<file path="config.mk">
export PLATFORM = sky130hd
export DESIGN_NAME = data_ram_rstack
export DESIGN_NICKNAME = d
export VERILOG_FILES = /design/src/rtl/ramstk_pkg.sv /design/src/rtl/ramstk_array.sv /design/src/rtl/ramstk_seq.sv /design/src/rtl/ramstk_port.sv /design/src/rtl/data_ram_rstack.sv
export SDC_FILE = /design/constraint.sdc
export NUM_CORES = 1
export LEC_CHECK = 0
export BUFFER_PORTS_ARGS = -buffer_cell sky130_fd_sc_hd__buf_2
export CAP_MARGIN = 40
export CORE_ASPECT_RATIO = 0.6
export CORE_MARGIN = 2
export CORE_UTILIZATION = 49
export CTS_CLUSTER_DIAMETER = 120
export DETAILED_ROUTE_END_ITERATION = 7
export PLACE_DENSITY = 0.72
export SYNTH_ARGS = -nofsm -noshare
export SYNTH_HDL_FRONTEND = slang
export SYNTH_SLANG_ARGS = --single-unit
export TNS_END_PERCENT = 20
</file>
<file path="constraint.sdc">
create_clock -name clk -period 5.5 [get_ports clk]
set_input_delay 0.275 -clock clk [delete_from_list [all_inputs] [get_ports clk]]
set_output_delay 0.275 -clock clk [all_outputs]
set_load 0.05 [all_outputs]
</file>
<file path="src/rtl/ramstk_pkg.sv">
package ramstk_pkg;

   typedef enum logic [1:0] {
      SQ_IDLE    = 2'd0,
      SQ_PUSH_HI = 2'd1,
      SQ_POP_HI  = 2'd2
   } sq_state_e;

endpackage

</file>
<file path="src/rtl/ramstk_array.sv">
module ramstk_array #(
   parameter int DATA_W = 8,
   parameter int ADDR_W = 6
) (
   input  logic              clk,
   input  logic              rst_n,
   input  logic              we,
   input  logic [ADDR_W-1:0] waddr,
   input  logic [DATA_W-1:0] wdata,
   input  logic [ADDR_W-1:0] ra_addr,
   output logic [DATA_W-1:0] ra_data,
   input  logic [ADDR_W-1:0] rb_addr,
   output logic [DATA_W-1:0] rb_data
);
   localparam int DEPTH = 1 << ADDR_W;

   logic [DATA_W-1:0] words [DEPTH];

   for (genvar w = 0; w < DEPTH; w++) begin : g_word
      logic [DATA_W-1:0] q;
      always_ff @(posedge clk or negedge rst_n) begin
         if (!rst_n)
            q <= '0;
         else if (we && (waddr == ADDR_W'(w)))
            q <= wdata;
      end
      assign words[w] = q;
   end

   assign ra_data = words[ra_addr];
   assign rb_data = words[rb_addr];
endmodule

</file>
<file path="src/rtl/ramstk_seq.sv">
module ramstk_seq
   import ramstk_pkg::*;
#(
   parameter int DATA_W   = 8,
   parameter int ADDR_W   = 6,
   parameter int PC_W     = 10,
   parameter int SP_W     = 3,
   parameter int STK_BASE = 8
) (
   input  logic              clk,
   input  logic              rst_n,
   input  logic              call_req,
   input  logic              ret_req,
   input  logic [PC_W-1:0]   pc_in,
   input  logic [DATA_W-1:0] rd_a,
   output logic              stk_we,
   output logic [ADDR_W-1:0] stk_addr,
   output logic [DATA_W-1:0] stk_wdata,
   output logic              busy,
   output logic              sq_idle,
   output logic [SP_W-1:0]   sp,
   output logic              ret_valid,
   output logic [PC_W-1:0]   ret_pc
);
   localparam int HI_W = PC_W - DATA_W;

   sq_state_e         st, st_nx;
   logic [SP_W-1:0]   sp_nx, sp_dec;
   logic [DATA_W-1:0] hold, hold_nx;
   logic [ADDR_W-1:0] lvl_addr, lvl_dec_addr;

   assign sp_dec       = sp - 1'b1;
   assign lvl_addr     = ADDR_W'(STK_BASE) + ADDR_W'({sp, 1'b0});
   assign lvl_dec_addr = ADDR_W'(STK_BASE) + ADDR_W'({sp_dec, 1'b0});

   assign sq_idle = (st == SQ_IDLE);
   assign busy    = !sq_idle || call_req || ret_req;

   always_comb begin
      st_nx     = st;
      sp_nx     = sp;
      hold_nx   = hold;
      stk_we    = 1'b0;
      stk_addr  = lvl_addr;
      stk_wdata = '0;
      unique case (st)
         SQ_IDLE: begin
            if (call_req) begin
               stk_we    = 1'b1;
               stk_addr  = lvl_addr;
               stk_wdata = pc_in[DATA_W-1:0];
               hold_nx   = DATA_W'(pc_in[PC_W-1:DATA_W]);
               st_nx     = SQ_PUSH_HI;
            end else if (ret_req) begin
               stk_addr = lvl_dec_addr;
               hold_nx  = rd_a;
               sp_nx    = sp_dec;
               st_nx    = SQ_POP_HI;
            end
         end
         SQ_PUSH_HI: begin
            stk_we    = 1'b1;
            stk_addr  = lvl_addr + 1'b1;
            stk_wdata = hold;
            sp_nx     = sp + 1'b1;
            st_nx     = SQ_IDLE;
         end
         SQ_POP_HI: begin
            stk_addr = lvl_addr + 1'b1;
            st_nx    = SQ_IDLE;
         end
         default: st_nx = SQ_IDLE;
      endcase
   end

   always_ff @(posedge clk or negedge rst_n) begin
      if (!rst_n) begin
         st        <= SQ_IDLE;
         sp        <= '0;
         hold      <= '0;
         ret_valid <= 1'b0;
         ret_pc    <= '0;
      end else begin
         st        <= st_nx;
         sp        <= sp_nx;
         hold      <= hold_nx;
         ret_valid <= (st == SQ_POP_HI);
         if (st == SQ_POP_HI)
            ret_pc <= {rd_a[HI_W-1:0], hold} + PC_W'(1);
      end
   end
endmodule

</file>
<file path="src/rtl/ramstk_port.sv">
module ramstk_port #(
   parameter int  DATA_W    = 8,
   parameter int  ADDR_W    = 6,
   parameter int  IDX_W     = 3,
   parameter bit  PTR_CHECK = 1'b1
) (
   input  logic              clk,
   input  logic              rst_n,
   input  logic              busy,
   input  logic              reg_req,
   input  logic              reg_we,
   input  logic [IDX_W-1:0]  reg_idx,
   input  logic [DATA_W-1:0] reg_wdata,
   input  logic              ind_req,
   input  logic              ind_we,
   input  logic              ind_sel,
   input  logic [DATA_W-1:0] ind_wdata,
   input  logic [DATA_W-1:0] ptr_word,
   input  logic [DATA_W-1:0] ra_data,
   output logic [ADDR_W-1:0] ptr_loc,
   output logic              acc_we,
   output logic [ADDR_W-1:0] acc_addr,
   output logic [DATA_W-1:0] acc_wdata,
   output logic              acc_stall,
   output logic [DATA_W-1:0] rd_data,
   output logic              rd_valid,
   output logic              ptr_err
);
   logic take_reg, take_ind, ptr_bad, rd_take;

   assign ptr_loc  = ADDR_W'(ind_sel);
   assign take_reg = reg_req && !busy;
   assign take_ind = ind_req && !busy && !reg_req;

   assign acc_stall = ((reg_req || ind_req) && busy) || (reg_req && ind_req);

   if (PTR_CHECK) begin : g_ptr_chk
      assign ptr_bad = |ptr_word[DATA_W-1:ADDR_W];
   end else begin : g_ptr_nochk
      assign ptr_bad = 1'b0;
   end

   assign acc_addr  = take_reg ? ADDR_W'(reg_idx) : ptr_word[ADDR_W-1:0];
   assign acc_we    = (take_reg && reg_we) || (take_ind && ind_we);
   assign acc_wdata = take_reg ? reg_wdata : ind_wdata;
   assign rd_take   = (take_reg && !reg_we) || (take_ind && !ind_we);

   always_ff @(posedge clk or negedge rst_n) begin
      if (!rst_n) begin
         rd_valid <= 1'b0;
         rd_data  <= '0;
         ptr_err  <= 1'b0;
      end else begin
         rd_valid <= rd_take;
         ptr_err  <= take_ind && ptr_bad;
         if (rd_take)
            rd_data <= ra_data;
      end
   end
endmodule

</file>
<file path="src/rtl/data_ram_rstack.sv">
module data_ram_rstack #(
   parameter int DATA_W    = 8,
   parameter int ADDR_W    = 6,
   parameter int PC_W      = 10,
   parameter int SP_W      = 3,
   parameter int IDX_W     = 3,
   parameter int STK_BASE  = 8,
   parameter bit PTR_CHECK = 1'b1
) (
   input  logic              clk,
   input  logic              rst_n,
   input  logic              reg_req,
   input  logic              reg_we,
   input  logic [IDX_W-1:0]  reg_idx,
   input  logic [DATA_W-1:0] reg_wdata,
   input  logic              ind_req,
   input  logic              ind_we,
   input  logic              ind_sel,
   input  logic [DATA_W-1:0] ind_wdata,
   input  logic              call_req,
   input  logic              ret_req,
   input  logic [PC_W-1:0]   pc_in,
   output logic [DATA_W-1:0] rd_data,
   output logic              rd_valid,
   output logic              ptr_err,
   output logic              acc_stall,
   output logic              busy,
   output logic [SP_W-1:0]   stk_ptr,
   output logic              ret_valid,
   output logic [PC_W-1:0]   ret_pc
);
   localparam int DEPTH   = 1 << ADDR_W;
   localparam int LEVELS  = 1 << SP_W;
   localparam int STK_TOP = STK_BASE + 2 * LEVELS;
   localparam int NREGS   = 1 << IDX_W;

   if (STK_TOP > DEPTH) begin : g_bad_depth
      $error("return stack does not fit in the array");
   end
   if (PC_W <= DATA_W || PC_W > 2 * DATA_W) begin : g_bad_pc
      $error("program counter must span more than one and at most two bytes");
   end
   if (NREGS > STK_BASE || IDX_W >= ADDR_W) begin : g_bad_idx
      $error("register bank overlaps the stack");
   end
   if (DATA_W <= ADDR_W) begin : g_bad_ptr
      $error("pointer byte must be wider than the address");
   end

   logic              stk_we, acc_we, mem_we, sq_idle;
   logic [ADDR_W-1:0] stk_addr, acc_addr, ptr_loc, ra_addr;
   logic [DATA_W-1:0] stk_wdata, acc_wdata, mem_wdata, ra_data, ptr_word;

   assign ra_addr   = busy ? stk_addr : acc_addr;
   assign mem_we    = busy ? stk_we : acc_we;
   assign mem_wdata = busy ? stk_wdata : acc_wdata;

   ramstk_array #(.DATA_W(DATA_W), .ADDR_W(ADDR_W)) u_array (
      .clk     (clk),
      .rst_n   (rst_n),
      .we      (mem_we),
      .waddr   (ra_addr),
      .wdata   (mem_wdata),
      .ra_addr (ra_addr),
      .ra_data (ra_data),
      .rb_addr (ptr_loc),
      .rb_data (ptr_word)
   );

   ramstk_seq #(
      .DATA_W(DATA_W), .ADDR_W(ADDR_W), .PC_W(PC_W),
      .SP_W(SP_W), .STK_BASE(STK_BASE)
   ) u_seq (
      .clk       (clk),
      .rst_n     (rst_n),
      .call_req  (call_req),
      .ret_req   (ret_req),
      .pc_in     (pc_in),
      .rd_a      (ra_data),
      .stk_we    (stk_we),
      .stk_addr  (stk_addr),
      .stk_wdata (stk_wdata),
      .busy      (busy),
      .sq_idle   (sq_idle),
      .sp        (stk_ptr),
      .ret_valid (ret_valid),
      .ret_pc    (ret_pc)
   );

   ramstk_port #(
      .DATA_W(DATA_W), .ADDR_W(ADDR_W), .IDX_W(IDX_W), .PTR_CHECK(PTR_CHECK)
   ) u_port (
      .clk       (clk),
      .rst_n     (rst_n),
      .busy      (busy),
      .reg_req   (reg_req),
      .reg_we    (reg_we),
      .reg_idx   (reg_idx),
      .reg_wdata (reg_wdata),
      .ind_req   (ind_req),
      .ind_we    (ind_we),
      .ind_sel   (ind_sel),
      .ind_wdata (ind_wdata),
      .ptr_word  (ptr_word),
      .ra_data   (ra_data),
      .ptr_loc   (ptr_loc),
      .acc_we    (acc_we),
      .acc_addr  (acc_addr),
      .acc_wdata (acc_wdata),
      .acc_stall (acc_stall),
      .rd_data   (rd_data),
      .rd_valid  (rd_valid),
      .ptr_err   (ptr_err)
   );
endmodule

</file>
==> impl_metrics.ini, run 1 <==
[die]
ios = 64
die_area_um2 = 53570
die-height_um = 180.1
core_um2 = 51010
die_width_um = 297.5
rows = 64
initial_utilization = 0.4964

[cts]
cts_resized = 0
cts_max_path_buffers = 3
clk_pin_slew_ns = 0.07
numCtsBuffers = 50
tritoncts = yes
cts_setup_buffers = 0
cts.sink_count = 546
ctsHoldBuffers = 4
insertion_delay_ns = 0.60
clock_tree.htree_level_count = 2
root_buffer = clkbuf_16

[synthesis]
syn-instance-count = 2815
ys.flop_type = dfrtp_1
ys_async_sr_fraction = 1.000
synth_edf_count = 0
yosysUniqueCellTypes = 64
ys_seq_area_frac = 0.5396
syn-mean-instance-area_um2 = 8.996
syn_nets = 2860
synthesis.area_um2 = 25320
synth-seq-cells = 546
yosys_warnings = 0

[timing]
layout_worst_path_cycle_share = 0.8664
holdWs_ns = 0.2070
rsz0062_at_grt = no
finalMaxSlewViolations = 0
worst_slew_pin_slew_ns = 0.9885
setup_viol = 0
finalHoldViolations = 0
relSlewSlack = 0.3410
skew_ns = 0.02329
fin_crit_ns = 4.765
fmax_mhz = 209.9
fin_setup_tns_ns = 0

[route]
wl_met2_um = 31430
drtIter0Drc = 2990
ant_nets = 0
drcViolationCount = 0
dr.pass1.iters = 8
top_layer_used = met5
routed_wirelength_um = 78070
routed-via-count = 21790
wl_per_cell_um = 22.13
wl_met3_um = 10160
met1_length_um = 34820
routed_via_density = 6.175

[final_layout]
final_cell_mix = 555 x nor2_1, 546 x dfrtp_1, 502 x a21oi_1
layout_commonest_cell = nor2_1
fin_nets = 2845
syn2layout_area_growth_pct = 11.32
final_cells = 3528
antenna_cells = 0
drive_above_1_share = 0.1115

[min_path]
hold_path_class = input port to register

[pwr]
p_sw_mw = 6.547
p_int_mw = 9.244
p_clk_frac = 0.225
pwr-share-seq = 0.387
p_comb_frac = 0.388
swShare = 0.4146
ir_worst_vdd_mv = 0.3417
power_density_nw_per_um2 = 560.2
power_leakage_nw = 12.86

[setup_path]
crit_arrival_ns = 5.20
path_cells = inv_1 > ha_1 > nor3b_4 > inv_2 > nand2_4 > and2_4 > buf_4 > mux2_2 > o22ai_1 > o21ai_0 > a31oi_1 > nor4_4 > xor2_1 > a21oi_1
worstPathMaxFanout = 61
max_stage_delay_ns = 0.71
cp_data_required_time_ns = 5.93
end_kind = register
crit_type = register to register
startpoint_type = register
slowest_stage = and2_4

[place]
gp_congestion = 0.9252
io_buffer_count = 63
dp_cells = 3437
dp_hpwl_um = 51390

[grt]
antenna_found_initial = 3
grt_first_pass_wirelength_um = 122400
grt_max_degree = 158
first_global_vias = 20490
track_usage = 0.2908
grt_overflow = 0

[run_status]
status = finished, final reports clean

[flow_run]
max_cap_violations = 0
[path summary, 6_finish.rpt]
| check | startpoint | end | slack (ns) | depth (start not counted) |
|---|---|---|---|---|
| setup / recovery | u_seq.st[0]$_DFFE_PN0P_ | u_seq.ret_pc[9]$_DFFE_PN0P_ | 0.73 | 14 |
| hold / removal | ind_sel | u_port.ptr_err$_DFF_PN0_ | 0.21 | 3 |
| setup reg to reg | u_seq.st[0]$_DFFE_PN0P_ | u_seq.ret_pc[9]$_DFFE_PN0P_ | 0.73 | 14 |
| hold reg to reg | u_array.g_word[16].q[6]$_DFFE_PN0P_ | u_array.g_word[16].q[6]$_DFFE_PN0P_ | 0.48 | 2 |
| max in group asynchronous | rst_n | u_array.g_word[42].q[6]$_DFFE_PN0P_ | 3.74 | 3 |
| min in group asynchronous | rst_n | u_array.g_word[5].q[6]$_DFFE_PN0P_ | 0.34 | 2 |
[layer usage]
metal,vias to the layer above,global-route usage
li1,9790,-
met4,4,0.06404
met1,10570,0.4502
met2,1266,0.3964
met5,-,0
met3,161,0.09054
[cell usage after synthesis, types with 4 or more instances]
cell | n | area (um^2)
dfrtp_1 | 546 | 13660
nor3_1 | 7 | 35.03
buf_2 | 95 | 475.5
buf_4 | 13 | 97.59
buf_6 | 8 | 90.09
a221oi_1 | 5 | 43.79
nand2_1 | 307 | 1152
nand3_1 | 16 | 80.08
and3_1 | 111 | 694.4
nor2_1 | 556 | 2087
a31oi_1 | 102 | 638.1
mux2_2 | 48 | 540.5
inv_1 | 9 | 33.78
a311oi_1 | 6 | 52.55
o21ai_0 | 70 | 350.3
o22ai_1 | 27 | 168.9
clkbuf_1 | 116 | 435.4
o21bai_1 | 5 | 37.54
a21oi_1 | 509 | 2547
or4_1 | 7 | 52.55
xor2_1 | 5 | 43.79
a211oi_1 | 104 | 780.8
a22oi_1 | 56 | 420.4
ha_1 | 7 | 87.58
xnor2_1 | 5 | 43.79
mux2i_1 | 21 | 210.2
buf_1 | 4 | 15.01
[flip-flops by register name, summed over array words and instances (netlist names)]
| signal | cells |
|---|---|
| u_port.rd_data | 8 |
| u_seq.hold | 8 |
| u_port.rd_valid | 1 |
| u_seq.ret_valid | 1 |
| u_seq.sp | 3 |
| u_port.ptr_err | 1 |
| u_seq.st | 2 |
| u_array.g_word.q | 512 |
| u_seq.ret_pc | 10 |
[layout make-up]
| type | instances | area, um^2 |
|---|---|---|
| fill | 4499 | 22820 |
| clock buffer | 78 | 1570 |
| inverter | 11 | 41.29 |
| sequential | 546 | 13660 |
| tap | 693 | 867.1 |
| multi-input combinational | 2022 | 10630 |
| clock inverter | 9 | 73.82 |
| timing repair buffer | 169 | 1346 |
[logic make-up after synthesis]
logic type | count (synthesis) | share of synthesized area
AO/OA/AOI/OAI | 905 | 0.2071
XOR/XNOR | 10 | 0.003459
buffers and inverters | 247 | 0.04561
AND/OR/NAND/NOR | 1029 | 0.1703
adder cells (fa/ha/maj) | 8 | 0.003854
flip-flops | 546 | 0.5396
multiplexers | 70 | 0.03009
[worst max-delay path: cells and delay by family, from the launching register on]
| kind | cells | cell delay, ns |
|---|---|---|
| AND/OR/NAND/NOR | 4 | 1.74 |
| AO/OA/AOI/OAI | 4 | 1.02 |
| buffers and inverters | 3 | 0.76 |
| flip-flops | 1 | 0.42 |
| multiplexers | 1 | 0.20 |
| XOR/XNOR | 1 | 0.20 |
| adder cells (fa/ha/maj) | 1 | 0.17 |
[power groups by stage]
stage	Clock (mW)	Combinational, mW	Sequential (mW)
after floorplan	0	3.87	6.09
after global placement	0	5.63	6.09
after detailed placement	0	5.93	6.13
after CTS	3.58	5.96	6.07
after global routing	3.76	6.61	6.24
final	3.55	6.12	6.11
[per-stage QoR]
stage	worst slack [ns]	total power [mW]	cell area (um^2)	util
5_1_grt	0.5910	16.61	28190	0.5527
3_5_place_dp	0.9366	12.06	26510	0.5196
3_3_place_gp	0.9675	11.72	25870	0.5072
4_1_cts	0.9067	15.61	28190	0.5527
6_report	0.7348	15.79	28190	0.5527
2_1_floorplan	2.347	9.958	25320	-
No activity file was read; power rests on OpenSTA's default activity.
==> inputs of run 2 (changes only) <==
GPL_TIMING_DRIVEN = 0   (was not set)
==> run 2 against run 1 <==
Net effect:
- utilization increased by 0.90 points
- power increased by 8.8%
- cell count grew 4.8%
- register-to-register slack lost 0.48 ns
- first-iteration DRC count is 21% higher
- setup slack lost 0.48 ns
- flip-flop and latch count is the same
- largest power group unchanged
- highest routed layer unchanged
==> impl_metrics.ini, run 2 (same netlist as run 1, synthesis figures left out) <==
[cts]
cts_setup_buffers = 0
cts_max_path_buffers = 3
cts_resized = 0
tritoncts = yes
numCtsBuffers = 52
clk_pin_slew_ns = 0.07
insertion_delay_ns = 0.62
root_buffer = clkbuf_16
cts.sink_count = 546
ctsHoldBuffers = 4
clock_tree.htree_level_count = 2

[die]
core_um2 = 51010
die-height_um = 180.1
ios = 64
initial_utilization = 0.4964
die_width_um = 297.5
die_area_um2 = 53570
rows = 64

[pwr]
pwr-share-seq = 0.353
power_leakage_nw = 13.16
ir_worst_vdd_mv = 0.3058
p_comb_frac = 0.436
p_int_mw = 9.397
power_density_nw_per_um2 = 599.5
swShare = 0.4529
p_clk_frac = 0.212
p_sw_mw = 7.778

[route]
drcViolationCount = 0
routed_via_density = 6.416
dr.pass1.iters = 7
routed_wirelength_um = 104600
wl_per_cell_um = 28.31
drtIter0Drc = 3621
routed-via-count = 23710
ant_nets = 0

[grt]
grt_overflow = 0
grt_max_degree = 127
met2_usage = 0.5057
antenna_found_initial = 2
grt_first_pass_wirelength_um = 151100
grt_use_met3 = 0.1740
track_usage = 0.3863
gr-max-usage-layer = met1
use_met1 = 0.5644
first_global_vias = 22310

[timing]
skew_ns = 0.03313
worst_slew_pin_slew_ns = 1.020
fin_crit_ns = 5.248
fmax_mhz = 190.6
relSlewSlack = 0.3203
finalHoldViolations = 0
finalMaxSlewViolations = 0
setup_viol = 0
fin_setup_tns_ns = 0
layout_worst_path_cycle_share = 0.9541
rsz0062_at_grt = no

[min_path]
hold_path_class = input port to register

[final_layout]
drive_above_1_share = 0.1178
largest-register = u_array.g_word.q
final_cells = 3696
largest_reg_flops = 512
fin_nets = 3005
syn2layout_area_growth_pct = 13.14
final_cell_mix = 556 x nor2_1, 546 x dfrtp_1, 502 x a21oi_1
layout_commonest_cell = nor2_1
top_regs = u_array.g_word.q: 512 flops, u_seq.ret_pc: 10 flops

[setup_path]
crit_arrival_ns = 5.77
crit_type = register to register
end_kind = register
startpoint_type = register
cp_data_required_time_ns = 6.03
worstPathMaxFanout = 10

[flow_run]
max_cap_violations = 0

[place]
dp_hpwl_um = 78860
dp_cells = 3595
io_buffer_count = 61
gp_congestion = 1.065

[run_status]
status = finished, final reports clean
[run 2: cell types whose count changed in the layout (fill, tap and decap cells not counted), moves of 6 or more]
cell and change:
buf_6 +13, clkbuf_1 +117, buf_8 +6, a21oi_2 +7, buf_2 +93, diode_2 +6, a21oi_4 -7, buf_12 -8
buf_4 -66
[run 2: power groups by stage]
stage / combinational [mW] / sequential (mW) / clock (mW)
global placement: 6.82 / 6.02 / 0
floorplan: 3.87 / 6.09 / 0
global route: 7.73 / 6.17 / 3.84
CTS: 7.10 / 6.01 / 3.65
detailed placement: 7.07 / 6.07 / 0
finish: 7.48 / 6.06 / 3.64
[run 2: per-layer routing]
metal | up-vias | routed length, um
met2 | 1672 | 39900
met3 | 238 | 17020
met5 | - | 23
li1 | 10120 | -
met1 | 11680 | 43760
met4 | 2 | 3916
[run 2: cell type report]
cell class	count	area, um^2
fillers	4596	22360
clock inverters	11	95.09
repair buffers	91	729.5
multi-input cells	2022	10540
plain buffers	236	1114
diodes	6	15.01
flip-flops and latches	546	13660
well taps	693	867.1
clock buffers	80	1588
inverters	11	41.29
[run 2: path summary, 6_finish.rpt]
path,slack (ns),to,start,depth (start not counted)
worst min-delay path,0.07,u_port.ptr_err$_DFF_PN0_,reg_req,3
max in group asynchronous,3.12,u_array.g_word[37].q[5]$_DFFE_PN0P_,rst_n,5
min in group asynchronous,0.24,u_array.g_word[8].q[6]$_DFFE_PN0P_,rst_n,2
worst max-delay path,0.25,u_seq.hold[5]$_DFFE_PN0P_,u_seq.st[0]$_DFFE_PN0P_,16
worst max register to register,0.25,u_seq.hold[5]$_DFFE_PN0P_,u_seq.st[0]$_DFFE_PN0P_,16
worst min register to register,0.48,u_array.g_word[24].q[7]$_DFFE_PN0P_,u_array.g_word[24].q[7]$_DFFE_PN0P_,2
[run 2: metrics by stage]
| step | utilization | hold slack [ns] | power (mW) | setup WS (ns) | instance area, um^2 |
|---|---|---|---|---|---|
| after floorplan | - | -0.02059 | 9.958 | 2.347 | 25320 |
| after global routing | 0.5614 | 0.09100 | 17.74 | 0.2482 | 28640 |
| final | 0.5617 | 0.06959 | 17.17 | 0.2522 | 28650 |
| after global placement | 0.5194 | 0.4543 | 12.83 | -6.870 | 26500 |
| after detailed placement | 0.5276 | 0.2882 | 13.14 | 0.7019 | 26910 |
| after CTS | 0.5614 | 0.06852 | 16.76 | 0.6815 | 28640 |
[run 2: worst max-delay path, cell delays in order, from the launching register on]
cell and delay [ns]:
dfrtp_1 0.42, inv_1 0.11, ha_1 0.32, nor3b_4 0.50, inv_2 0.15, nand2_4 0.22, and2_1 0.19, buf_2 0.16
buf_4 0.29, clkbuf_1 0.68, nand2_1 0.14, a31oi_1 0.81, a22oi_1 0.16, a21oi_1 0.40, or4_1 0.35, nand2_1 0.08
o21ai_0 0.15
